$ cat config.mk
export PLATFORM = sky130hd
export DESIGN_NAME = fault_status_unit
export DESIGN_NICKNAME = d
export VERILOG_FILES = /design/src/rtl/fsu_pkg.sv /design/src/rtl/fsu_event_decode.sv /design/src/rtl/fsu_flag_bank.sv /design/src/rtl/fsu_addr_capture.sv /design/src/rtl/fsu_escalate.sv /design/src/rtl/fault_status_unit.sv
export SDC_FILE = /design/constraint.sdc
export NUM_CORES = 1
export LEC_CHECK = 0
export CAP_MARGIN = 20
export CORE_MARGIN = 10
export CORE_UTILIZATION = 44
export DETAILED_ROUTE_END_ITERATION = 10
export PLACE_DENSITY = 0.83
export SYNTH_ARGS = -nofsm -noshare
export SYNTH_HDL_FRONTEND = slang
export SYNTH_SLANG_ARGS = --single-unit
$ cat constraint.sdc
create_clock -name clk -period 1.7 [get_ports clk]
set_input_delay 0.34 -clock clk [delete_from_list [all_inputs] [get_ports clk]]
set_output_delay 0.34 -clock clk [all_outputs]
set_load 0.005 [all_outputs]
$ cat src/rtl/fsu_pkg.sv
`timescale 1ns/1ps
package fsu_pkg;
   localparam int unsigned DATA_W   = 32;
   localparam int unsigned NGRP     = 3;
   localparam int unsigned GRP_W    = 8;
   localparam int unsigned USG_W    = 16;

   // group selectors
   localparam logic [1:0] GRP_MEM  = 2'd0;
   localparam logic [1:0] GRP_BUS  = 2'd1;
   localparam logic [1:0] GRP_USG  = 2'd2;

   // phase codes shared by the memory-protection and bus groups
   localparam logic [2:0] PH_FETCH   = 3'd0;
   localparam logic [2:0] PH_DATA    = 3'd1;
   localparam logic [2:0] PH_UNSTACK = 3'd2;
   localparam logic [2:0] PH_STACK   = 3'd3;
   localparam logic [2:0] PH_LAZY    = 3'd4;

   // register word selects
   localparam logic [1:0] SEL_STATUS   = 2'd0;
   localparam logic [1:0] SEL_HARD     = 2'd1;
   localparam logic [1:0] SEL_MEM_ADDR = 2'd2;
   localparam logic [1:0] SEL_BUS_ADDR = 2'd3;

   // implemented bits of each flag word
   localparam logic [GRP_W-1:0]  MEM_MASK  = 8'hBB;
   localparam logic [GRP_W-1:0]  BUS_MASK  = 8'hBF;
   localparam logic [USG_W-1:0]  USG_MASK  = 16'h031F;
   localparam logic [DATA_W-1:0] HARD_MASK = 32'hC000_0002;

   localparam int unsigned VALID_BIT  = 7;
   localparam int unsigned HARD_DBG   = 31;
   localparam int unsigned HARD_FORCE = 30;
   localparam int unsigned HARD_VTBL  = 1;
endpackage

$ cat src/rtl/fsu_event_decode.sv
`timescale 1ns/1ps
module fsu_event_decode
   import fsu_pkg::*;
(
   input  logic                 evt_valid,
   input  logic [1:0]           evt_grp,
   input  logic [2:0]           evt_code,
   input  logic                 evt_precise,
   output logic [GRP_W-1:0]     mem_set,
   output logic [GRP_W-1:0]     bus_set,
   output logic [USG_W-1:0]     usg_set,
   output logic [NGRP-1:0]      grp_hit,
   output logic                 mem_cap,
   output logic                 bus_cap
);
   // phase code to flag vector for the memory and bus groups
   function automatic logic [GRP_W-1:0] phase_vec(input logic [2:0] code,
                                                  input logic       is_bus,
                                                  input logic       precise);
      logic [GRP_W-1:0] v;
      v = '0;
      case (code)
         PH_FETCH:   v[0] = 1'b1;
         PH_DATA: begin
            if (!is_bus || precise) begin
               v[1]         = 1'b1;
               v[VALID_BIT] = 1'b1;
            end else begin
               v[2] = 1'b1;
            end
         end
         PH_UNSTACK: v[3] = 1'b1;
         PH_STACK:   v[4] = 1'b1;
         PH_LAZY:    v[5] = 1'b1;
         default:    v = '0;
      endcase
      return v;
   endfunction

   function automatic logic [USG_W-1:0] usage_vec(input logic [2:0] code);
      logic [USG_W-1:0] v;
      v = '0;
      case (code)
         3'd0, 3'd1, 3'd2, 3'd3, 3'd4: v[code] = 1'b1;
         3'd5:    v[8] = 1'b1;
         3'd6:    v[9] = 1'b1;
         default: v = '0;
      endcase
      return v;
   endfunction

   logic [GRP_W-1:0] mem_v, bus_v;
   logic [USG_W-1:0] usg_v;

   always_comb begin
      mem_v = phase_vec(evt_code, 1'b0, evt_precise);
      bus_v = phase_vec(evt_code, 1'b1, evt_precise);
      usg_v = usage_vec(evt_code);
      mem_set = '0;
      bus_set = '0;
      usg_set = '0;
      if (evt_valid) begin
         case (evt_grp)
            GRP_MEM: mem_set = mem_v;
            GRP_BUS: bus_set = bus_v;
            GRP_USG: usg_set = usg_v;
            default: ;
         endcase
      end
      grp_hit = {|usg_set, |bus_set, |mem_set};
      mem_cap = mem_set[VALID_BIT];
      bus_cap = bus_set[VALID_BIT];
   end
endmodule

$ cat src/rtl/fsu_flag_bank.sv
`timescale 1ns/1ps
module fsu_flag_bank #(
   parameter int unsigned     WIDTH = 8,
   parameter logic [WIDTH-1:0] MASK = '1
) (
   input  logic             clk,
   input  logic             rst_n,
   input  logic [WIDTH-1:0] set_i,
   input  logic [WIDTH-1:0] clr_i,
   output logic [WIDTH-1:0] flag_o
);
   if (WIDTH < 1) begin : g_bad_width
      $error("fsu_flag_bank: WIDTH must be at least 1");
   end

   logic [WIDTH-1:0] flag_d;

   // set has priority over a same-cycle write-one clear
   always_comb flag_d = ((flag_o & ~clr_i) | set_i) & MASK;

   always_ff @(posedge clk or negedge rst_n) begin
      if (!rst_n) flag_o <= '0;
      else        flag_o <= flag_d;
   end

   AST_SET_WINS: assert property (@(posedge clk) disable iff (!rst_n)
      ((set_i & MASK) != '0) |=> ((flag_o & $past(set_i & MASK)) == $past(set_i & MASK)));
   AST_UNCLEARED_HOLD: assert property (@(posedge clk) disable iff (!rst_n)
      1'b1 |=> ((($past(flag_o) & ~$past(clr_i)) & ~flag_o) == '0));
endmodule

$ cat src/rtl/fsu_addr_capture.sv
`timescale 1ns/1ps
module fsu_addr_capture #(
   parameter int unsigned ADDR_W     = 32,
   parameter bit          KEEP_FIRST = 1'b1
) (
   input  logic              clk,
   input  logic              rst_n,
   input  logic              cap_i,
   input  logic              valid_q_i,
   input  logic              valid_clr_i,
   input  logic [ADDR_W-1:0] addr_i,
   output logic [ADDR_W-1:0] addr_o
);
   logic open;

   if (KEEP_FIRST) begin : g_keep_first
      assign open = !valid_q_i || valid_clr_i;
      AST_ADDR_KEPT: assert property (@(posedge clk) disable iff (!rst_n)
         (valid_q_i && !valid_clr_i) |=> $stable(addr_o));
   end else begin : g_keep_last
      assign open = 1'b1;
   end

   always_ff @(posedge clk or negedge rst_n) begin
      if (!rst_n)             addr_o <= '0;
      else if (cap_i && open) addr_o <= addr_i;
   end

   AST_ADDR_LOADED: assert property (@(posedge clk) disable iff (!rst_n)
      (cap_i && !valid_q_i) |=> (addr_o == $past(addr_i)));
endmodule

$ cat src/rtl/fsu_escalate.sv
`timescale 1ns/1ps
module fsu_escalate #(
   parameter int unsigned NG = 3
) (
   input  logic          clk,
   input  logic          rst_n,
   input  logic [NG-1:0] grp_hit,
   input  logic [NG-1:0] grp_en,
   input  logic          prio_blocked,
   input  logic          vtbl_err,
   input  logic          dbg_evt,
   output logic          forced_o,
   output logic [NG-1:0] req_grp_o,
   output logic          req_hard_o
);
   logic [NG-1:0] take, esc;

   always_comb begin
      take     = grp_hit & grp_en & {NG{!prio_blocked}};
      esc      = grp_hit & ~take;
      forced_o = |esc;
   end

   always_ff @(posedge clk or negedge rst_n) begin
      if (!rst_n) begin
         req_grp_o  <= '0;
         req_hard_o <= 1'b0;
      end else begin
         req_grp_o  <= take;
         req_hard_o <= forced_o | vtbl_err | dbg_evt;
      end
   end

   AST_HIT_ONEHOT: assert property (@(posedge clk) disable iff (!rst_n)
      $onehot0(grp_hit));
   AST_TAKEN_OWN: assert property (@(posedge clk) disable iff (!rst_n)
      ((|(grp_hit & grp_en)) && !prio_blocked) |=> (req_grp_o == $past(grp_hit)));
   AST_ESCALATED: assert property (@(posedge clk) disable iff (!rst_n)
      ((|grp_hit) && (prio_blocked || !(|(grp_hit & grp_en)))) |=> (req_hard_o && (req_grp_o == '0)));
   AST_REQ_PULSE: assert property (@(posedge clk) disable iff (!rst_n)
      ((req_grp_o != '0) && (grp_hit == '0)) |=> (req_grp_o == '0));
endmodule

$ cat src/rtl/fault_status_unit.sv
`timescale 1ns/1ps
module fault_status_unit
   import fsu_pkg::*;
#(
   parameter int unsigned ADDR_W     = 32,
   parameter bit          KEEP_FIRST = 1'b1
) (
   input  logic              clk,
   input  logic              rst_n,
   input  logic              evt_valid,
   input  logic [1:0]        evt_grp,
   input  logic [2:0]        evt_code,
   input  logic              evt_precise,
   input  logic [ADDR_W-1:0] evt_addr,
   input  logic              vtbl_err,
   input  logic              dbg_evt,
   input  logic [2:0]        grp_en,
   input  logic              prio_blocked,
   input  logic [1:0]        bus_sel,
   input  logic              bus_wr,
   input  logic [31:0]       bus_wdata,
   output logic [31:0]       bus_rdata,
   output logic              req_mem,
   output logic              req_bus,
   output logic              req_usage,
   output logic              req_hard
);
   localparam int unsigned STAT_BUS_LO = GRP_W;
   localparam int unsigned STAT_USG_LO = 2 * GRP_W;

   if (ADDR_W < 1 || ADDR_W > DATA_W) begin : g_bad_addr
      $error("fault_status_unit: ADDR_W must lie in 1..32");
   end
   if (STAT_USG_LO + USG_W != DATA_W) begin : g_bad_pack
      $error("fault_status_unit: flag groups do not fill the status word");
   end

   logic [GRP_W-1:0]  mem_set, bus_set, mem_flags, bus_flags, mem_clr, bus_clr;
   logic [USG_W-1:0]  usg_set, usg_flags, usg_clr;
   logic [DATA_W-1:0] hard_set, hard_flags, hard_clr;
   logic [NGRP-1:0]   grp_hit, req_grp;
   logic              mem_cap, bus_cap, forced;
   logic [ADDR_W-1:0] mem_addr, bus_addr;
   logic              wr_status, wr_hard;

   fsu_event_decode u_decode (
      .evt_valid   (evt_valid),
      .evt_grp     (evt_grp),
      .evt_code    (evt_code),
      .evt_precise (evt_precise),
      .mem_set     (mem_set),
      .bus_set     (bus_set),
      .usg_set     (usg_set),
      .grp_hit     (grp_hit),
      .mem_cap     (mem_cap),
      .bus_cap     (bus_cap)
   );

   fsu_escalate #(.NG(NGRP)) u_escalate (
      .clk          (clk),
      .rst_n        (rst_n),
      .grp_hit      (grp_hit),
      .grp_en       (grp_en),
      .prio_blocked (prio_blocked),
      .vtbl_err     (vtbl_err),
      .dbg_evt      (dbg_evt),
      .forced_o     (forced),
      .req_grp_o    (req_grp),
      .req_hard_o   (req_hard)
   );

   // write-one-to-clear strobes
   always_comb begin
      wr_status = bus_wr && (bus_sel == SEL_STATUS);
      wr_hard   = bus_wr && (bus_sel == SEL_HARD);
      mem_clr   = wr_status ? bus_wdata[STAT_BUS_LO-1:0]           : '0;
      bus_clr   = wr_status ? bus_wdata[STAT_USG_LO-1:STAT_BUS_LO] : '0;
      usg_clr   = wr_status ? bus_wdata[DATA_W-1:STAT_USG_LO]      : '0;
      hard_clr  = wr_hard   ? bus_wdata                            : '0;
      hard_set  = '0;
      hard_set[HARD_DBG]   = dbg_evt;
      hard_set[HARD_FORCE] = forced;
      hard_set[HARD_VTBL]  = vtbl_err;
   end

   fsu_flag_bank #(.WIDTH(GRP_W), .MASK(MEM_MASK)) u_mem_flags (
      .clk(clk), .rst_n(rst_n), .set_i(mem_set), .clr_i(mem_clr), .flag_o(mem_flags));
   fsu_flag_bank #(.WIDTH(GRP_W), .MASK(BUS_MASK)) u_bus_flags (
      .clk(clk), .rst_n(rst_n), .set_i(bus_set), .clr_i(bus_clr), .flag_o(bus_flags));
   fsu_flag_bank #(.WIDTH(USG_W), .MASK(USG_MASK)) u_usg_flags (
      .clk(clk), .rst_n(rst_n), .set_i(usg_set), .clr_i(usg_clr), .flag_o(usg_flags));
   fsu_flag_bank #(.WIDTH(DATA_W), .MASK(HARD_MASK)) u_hard_flags (
      .clk(clk), .rst_n(rst_n), .set_i(hard_set), .clr_i(hard_clr), .flag_o(hard_flags));

   fsu_addr_capture #(.ADDR_W(ADDR_W), .KEEP_FIRST(KEEP_FIRST)) u_mem_addr (
      .clk         (clk),
      .rst_n       (rst_n),
      .cap_i       (mem_cap),
      .valid_q_i   (mem_flags[VALID_BIT]),
      .valid_clr_i (mem_clr[VALID_BIT]),
      .addr_i      (evt_addr),
      .addr_o      (mem_addr)
   );

   fsu_addr_capture #(.ADDR_W(ADDR_W), .KEEP_FIRST(KEEP_FIRST)) u_bus_addr (
      .clk         (clk),
      .rst_n       (rst_n),
      .cap_i       (bus_cap),
      .valid_q_i   (bus_flags[VALID_BIT]),
      .valid_clr_i (bus_clr[VALID_BIT]),
      .addr_i      (evt_addr),
      .addr_o      (bus_addr)
   );

   always_comb begin
      bus_rdata = '0;
      case (bus_sel)
         SEL_STATUS:   bus_rdata = {usg_flags, bus_flags, mem_flags};
         SEL_HARD:     bus_rdata = hard_flags;
         SEL_MEM_ADDR: bus_rdata[ADDR_W-1:0] = mem_addr;
         SEL_BUS_ADDR: bus_rdata[ADDR_W-1:0] = bus_addr;
         default:      bus_rdata = '0;
      endcase
   end

   assign req_mem   = req_grp[0];
   assign req_bus   = req_grp[1];
   assign req_usage = req_grp[2];

   AST_IMPRECISE_NO_ADDR: assert property (@(posedge clk) disable iff (!rst_n)
      (evt_valid && evt_grp == GRP_BUS && evt_code == PH_DATA && !evt_precise)
         |=> $stable(bus_addr));
   AST_VTBL_HARD: assert property (@(posedge clk) disable iff (!rst_n)
      (vtbl_err || dbg_evt) |=> req_hard);
endmodule

==> results of run 1 <==
==> area by class of cell <==
class                   count  share of cell area
flip-flops and latches     91               0.364
multi-input cells         207               0.333
well taps                 129              0.0258
inverters                   4             0.00240
clock inverters             4             0.00420
clock buffers              11              0.0242
diodes                      1            0.000400
repair buffers            168               0.246
==> per-layer routing <==
metal,share of wire,up-vias
li1,-,1499
met1,0.46,1670
met2,0.47,115
met3,0.062,11
met4,0.0073,0
met5,0,-
==> per-stage QoR <==
step,worst slack [ps],TNS [ps],instances,hold slack (ps)
floorplan,-60.1,-1170,322,44.4
global placement,-625,-57600,574,307
detailed placement,-641,-59770,574,317
CTS,-141,-152,611,409
global route,-68.5,-650,615,341
finish,-9.25,-11.2,615,336
==> where the power goes <==
part	total (W)	internal [W]	switching, W
clock network	0.00136	0.000602	0.000758
logic	0.00129	0.000846	0.000445
registers	0.00266	0.00248	0.000180
total	0.00531	0.00393	0.00138
==> timing repair <==
| item | CTS | global route |
|---|---|---|
| pin swaps | 6 | 5 |
| gates cloned | 4 | 0 |
| endpoints found under the hold margin | 32 | 0 |
| resized for setup | 141 | 24 |
| buffers inserted | 17 | 7 |
| hold buffers | 1 | 0 |
| endpoints found under the setup margin | 96 | 72 |
==> cells in the final DEF, fill, tap and decap left out, types with 3 or more instances in the layout <==
master / count
dfrtp_1: 90
clkdlybuf4s50_1: 64
mux2_2: 45
buf_4: 45
mux2_4: 38
a22o_1: 30
nand2_1: 22
buf_2: 22
dlygate4sd2_1: 14
nor2b_1: 13
mux2i_1: 11
clkbuf_8: 11
buf_6: 6
nand3_1: 5
a32o_1: 5
buf_12: 5
nor2_1: 4
inv_1: 4
o2bb2ai_1: 4
buf_8: 4
and3b_1: 3
clkbuf_2: 3
==> flip-flops by register name, indices dropped and copies added (netlist names) <==
| name | count |
|---|---|
| u_mem_addr.addr_o | 32 |
| u_mem_flags.flag_o | 6 |
| u_escalate.req_grp_o | 3 |
| u_hard_flags.flag_o | 3 |
| u_escalate.req_hard_o | 1 |
| u_bus_flags.flag_o | 7 |
| u_usg_flags.flag_o | 7 |
| u_bus_addr.addr_o | 32 |
==> tightest hold or removal path: cells and delay by family <==
family	cells	cell delay, ps
compound gates	1	60
buf+inv	1	100
simple gates	1	150
==> cells by family after synthesis <==
| group | after synthesis | share of synthesized area |
|---|---|---|
| mux | 97 | 0.255 |
| flops | 91 | 0.533 |
| simple gates | 61 | 0.0805 |
| compound gates | 49 | 0.104 |
| buf+inv | 24 | 0.0278 |
==> path summary, 6_finish.rpt <==
| kind | startpoint | end | depth (start not counted) |
|---|---|---|---|
| min reg2reg | u_mem_addr.addr_o[6]$_DFFE_PN0P_ | u_mem_addr.addr_o[6]$_DFFE_PN0P_ | 1 |
| min | evt_grp[1] | u_mem_flags.flag_o[4]$_DFF_PN0_ | 3 |
| max | u_mem_addr.addr_o[4]$_DFFE_PN0P_ | bus_rdata[4] | 3 |
| max reg2reg | u_mem_flags.flag_o[7]$_DFF_PN0_ | u_mem_addr.addr_o[27]$_DFFE_PN0P_ | 4 |
| min in group asynchronous | rst_n | u_mem_addr.addr_o[23]$_DFFE_PN0P_ | 2 |
| max in group asynchronous | rst_n | u_mem_addr.addr_o[26]$_DFFE_PN0P_ | 3 |
==> impl_metrics.toml, run 1 <==
[outcome]
status = "finished, violations left"
violations = "setup timing"

[floorplanning]
dieArea_mm2 = 0.0141
core_area_mm2 = 0.00933
initial_utilization = 0.458
die_w_um = 119
ios = 118
rows = 35
fp.dieH_um = 119

[setup_path]
max_stage_delay_ps = 400
cp_max_fo = 2
crit_family = "flip-flops"
path_cells = "mux2_4 > a22o_1 > buf_2"
cp.arrival_ps = 1370
cp-start-kind = "flop"
regToRegSetupSlack_ps = 80
criticalPathCategory = "reg -> out"
crit_path_top_delay_cell = "dfrtp_1"
cp_num_buf_inv = 1
required_ps = 1360
critPathCaptureType = "output pin"

[job]
drv_cap = 0

[layout]
drive_gt1_frac = 0.412
fillCellCount = 692
nNetsFinal = 563
fin_util = 0.671
multi_input_area_mm2 = 0.00209
syn2layout_area_growth_pct = 46.5
seq_area_mm2 = 0.00228
stdcell_area_mm2 = 0.00626

[sta]
fin_crit_sh = 1.01
slew_violations = 0
hold_viol_final = 0
max-slew-margin-rel = 0.694
rsz0062_at_grt = "yes"
setup_viol_count_final = 2
tightest_slew_ps = 459
setup_slack_ps = -9.25
max_freq_mhz = 585
finClkSkew_ps = 6.07
min_period_ps = 1710

[clocking]
root_buffer = "clkbuf_8"
clock_path_buffers = 2
cts_buffers = 9
cts_tree = "yes"
clkSinkCount = 91
h-tree-depth = 3
worstSkewPairLatency_ps = 350
cts.clk_slew.worst_paths_ps = 90

[routing]
ant_nets = 0
avgViaCountPerCell = 5.36
drt-initial-drc-count = 175
vias = 3295
wl_um = 12500
drc = 0
wire_per_inst_um = 20.3
dr.pass1.iters = 4

[grt]
track_usage = 0.174
antenna_found_initial = 1
use_met2 = 0.275
top_usage_layer = "met2"
grt_pass1_vias = 3604
grt_overflow = 0
grt_start_max_net_pins = 42
met1_usage = 0.228
use_met3 = 0.0585
grt_pass1_wl_um = 19800

[synth]
netlist_area_mm2 = 0.00427
synth-seq-cells = 91
yosysTopAreaCell = "dfrtp_1"
syn_nets = 404
yosys.area.top_type_share = 0.533
async_reset_ff_frac = 1.00
ys_warn_count = 0
synth_area_leaders = "dfrtp_1, mux2_2, a22o_1"
synth_cell_types = 33
seq_area_frac_synth = 0.533
ys.flop_type = "dfrtp_1"
yosysMostFrequentCell = "dfrtp_1"
synth_edf_count = 0
netlist_top_cells_count = "dfrtp_1, mux2_2, a22o_1"
synthCells = 322
syn_area_per_cell_um2 = 13.3

[power]
ir_drop_mv = 0.450
leakage_nw = 3.01
power-per-cell-area_mw_per_mm2 = 848
power_w = 0.00531

[place]
placed_area_mm2 = 0.00582
numPortBuffers = 107
gp_congestion = 0.806
dp_hpwl_um = 8770

[worst_hold_path]
hold_class = "in -> reg"
Power figures use the tool's default switching activity.
==> run 2, diff against run 1 <==
--- a/config.mk
+++ b/config.mk
@@ -10,6 +10,7 @@
 export CORE_UTILIZATION = 44
 export DETAILED_ROUTE_END_ITERATION = 10
 export PLACE_DENSITY = 0.83
+export RECOVER_POWER = 25
 export SYNTH_ARGS = -nofsm -noshare
 export SYNTH_HDL_FRONTEND = slang
 export SYNTH_SLANG_ARGS = --single-unit
==> run 2 against run 1 <==
Sequential power is essentially flat. Worst setup slack lost 1.5 ps. The run still ends with setup timing left. Non-clock buffer count is the same. Largest cell class unchanged. Clock-buffer cell count is the same. Register-to-register slack is essentially flat. Total power shrank 0.28%. Global-route usage is the same. Critical path type is now in -> reg. Critical path depth grew 3. Worst hold slack is essentially flat. Final cell count is the same.
==> impl_metrics.toml, run 2 (synthesis results as in run 1) <==
[layout]
seq_area_mm2 = 0.00228
fin_util = 0.668
syn2layout_area_growth_pct = 45.9
fin_cells = 615
multi_input_area_mm2 = 0.00209
reg.largest.list = "u_bus_addr.addr_o: 32 flops, u_mem_addr.addr_o: 32 flops"
stdcell_area_mm2 = 0.00623
fillCellCount = 700
nNetsFinal = 563
final_common_cell = "dfrtp_1"
drive_gt1_frac = 0.404
final_cell_mix = "dfrtp_1, clkdlybuf4s50_1, mux2_2"

[routing]
drc = 0
vias = 3316
ant_nets = 0
drt-initial-drc-count = 166
wl_um = 12400
avgViaCountPerCell = 5.39
wire_per_inst_um = 20.2
dr.pass1.iters = 4

[power]
p_clk_frac = 0.256
power-per-cell-area_mw_per_mm2 = 849
pwr-share-seq = 0.502
ir_drop_mv = 0.447
p_comb_frac = 0.242
swShare = 0.260
p_switching_w = 0.00137
leakage_nw = 2.99
intPower_w = 0.00392

[setup_path]
cp.arrival_ps = 1950
required_ps = 1940
criticalPathCategory = "in -> reg"
cp-start-kind = "input pin"
regToRegSetupSlack_ps = 80
cp_max_fo = 5
critPathCaptureType = "flop"

[grt]
grt_pass1_vias = 3604
antenna_found_initial = 1
grt_pass1_wl_um = 19800
top_usage_layer = "met2"
track_usage = 0.174
grt_overflow = 0
met1_usage = 0.228
use_met3 = 0.0585
grt_start_max_net_pins = 42
use_met2 = 0.275

[sta]
setup_slack_ps = -10.7
rsz0062_at_grt = "yes"
finClkSkew_ps = 5.89
hold_viol_final = 0
slew_violations = 0
holdWs_ps = 336
tightest_slew_ps = 863
min_period_ps = 1710
max-slew-margin-rel = 0.425
setup_viol_count_final = 17
fin_crit_sh = 1.01
max_freq_mhz = 585

[floorplanning]
dieArea_mm2 = 0.0141
ios = 118
initial_utilization = 0.458
die_w_um = 119
core_area_mm2 = 0.00933
fp.dieH_um = 119
rows = 35

[clocking]
worstSkewPairLatency_ps = 350
cts.clk_slew.worst_paths_ps = 80
clkSinkCount = 91
cts_tree = "yes"
root_buffer = "clkbuf_8"
cts_buffers = 9
clock_path_buffers = 2
h-tree-depth = 3

[place]
dp_hpwl_um = 8770
dp_cells = 574
placed_area_mm2 = 0.00582
gp_congestion = 0.806
numPortBuffers = 107

[outcome]
status = "finished, violations left"
violations = "setup timing"

[worst_hold_path]
hold_class = "in -> reg"

[job]
drv_cap = 0
==> run 2: metrics by stage <==
step	total power, W	setup TNS, ps	setup WS, ps
3_3_place_gp	0.00385	-57600	-625
4_1_cts	0.00525	-152	-141
3_5_place_dp	0.00390	-59770	-641
2_1_floorplan	0.00325	-1170	-60.1
6_report	0.00529	-110	-10.7
5_1_grt	0.00556	-1150	-68.5
==> run 2: final timing paths <==
path	cells past startpoint	end	start
max	6	u_mem_addr.addr_o[27]$_DFFE_PN0P_	evt_grp[0]
min	3	u_mem_flags.flag_o[4]$_DFF_PN0_	evt_grp[1]
max reg2reg	4	u_mem_addr.addr_o[27]$_DFFE_PN0P_	u_mem_flags.flag_o[7]$_DFF_PN0_
min reg2reg	1	u_mem_addr.addr_o[6]$_DFFE_PN0P_	u_mem_addr.addr_o[6]$_DFFE_PN0P_
max in group asynchronous	3	u_mem_flags.flag_o[7]$_DFF_PN0_	rst_n
min in group asynchronous	2	u_mem_addr.addr_o[23]$_DFFE_PN0P_	rst_n
==> run 2: cell type report <==
| class | instances | share of cell area |
|---|---|---|
| flip-flops and latches | 91 | 0.365 |
| well taps | 129 | 0.0259 |
| repair buffers | 168 | 0.243 |
| clock buffers | 11 | 0.0243 |
| clock inverters | 4 | 0.00421 |
| diodes | 1 | 0.000401 |
| inverters | 4 | 0.00241 |
| multi-input cells | 207 | 0.335 |
==> run 2: worst max-delay path: stages <==
cell             delay, ps
clkdlybuf4s25_1        240
or3b_4                 410
a2111oi_4              280
buf_4                  230
buf_8                  150
mux2_4                 300
==> run 2: what timing repair did <==
item | 4_1_cts | 5_1_grt
buffers inserted | 17 | 7
hold endpoints to repair | 32 | 0
pin swaps | 6 | 5
gates cloned | 4 | 0
resized for setup | 141 | 24
hold buffers | 1 | 0
setup endpoints to repair | 96 | 72
==> run 2: layer usage <==
metal,part of all wire,vias to the layer above
met5,0,-
met4,0.0095,0
met3,0.063,14
met2,0.47,123
met1,0.45,1681
li1,-,1498
==> run 2: power groups by stage <==
stage	Combinational, W	Clock [W]	Sequential [W]
floorplan	0.000628	0	0.00263
CTS	0.00123	0.00137	0.00265
finish	0.00128	0.00135	0.00266
global placement	0.00117	0	0.00267
detailed placement	0.00121	0	0.00268
global route	0.00138	0.00149	0.00269
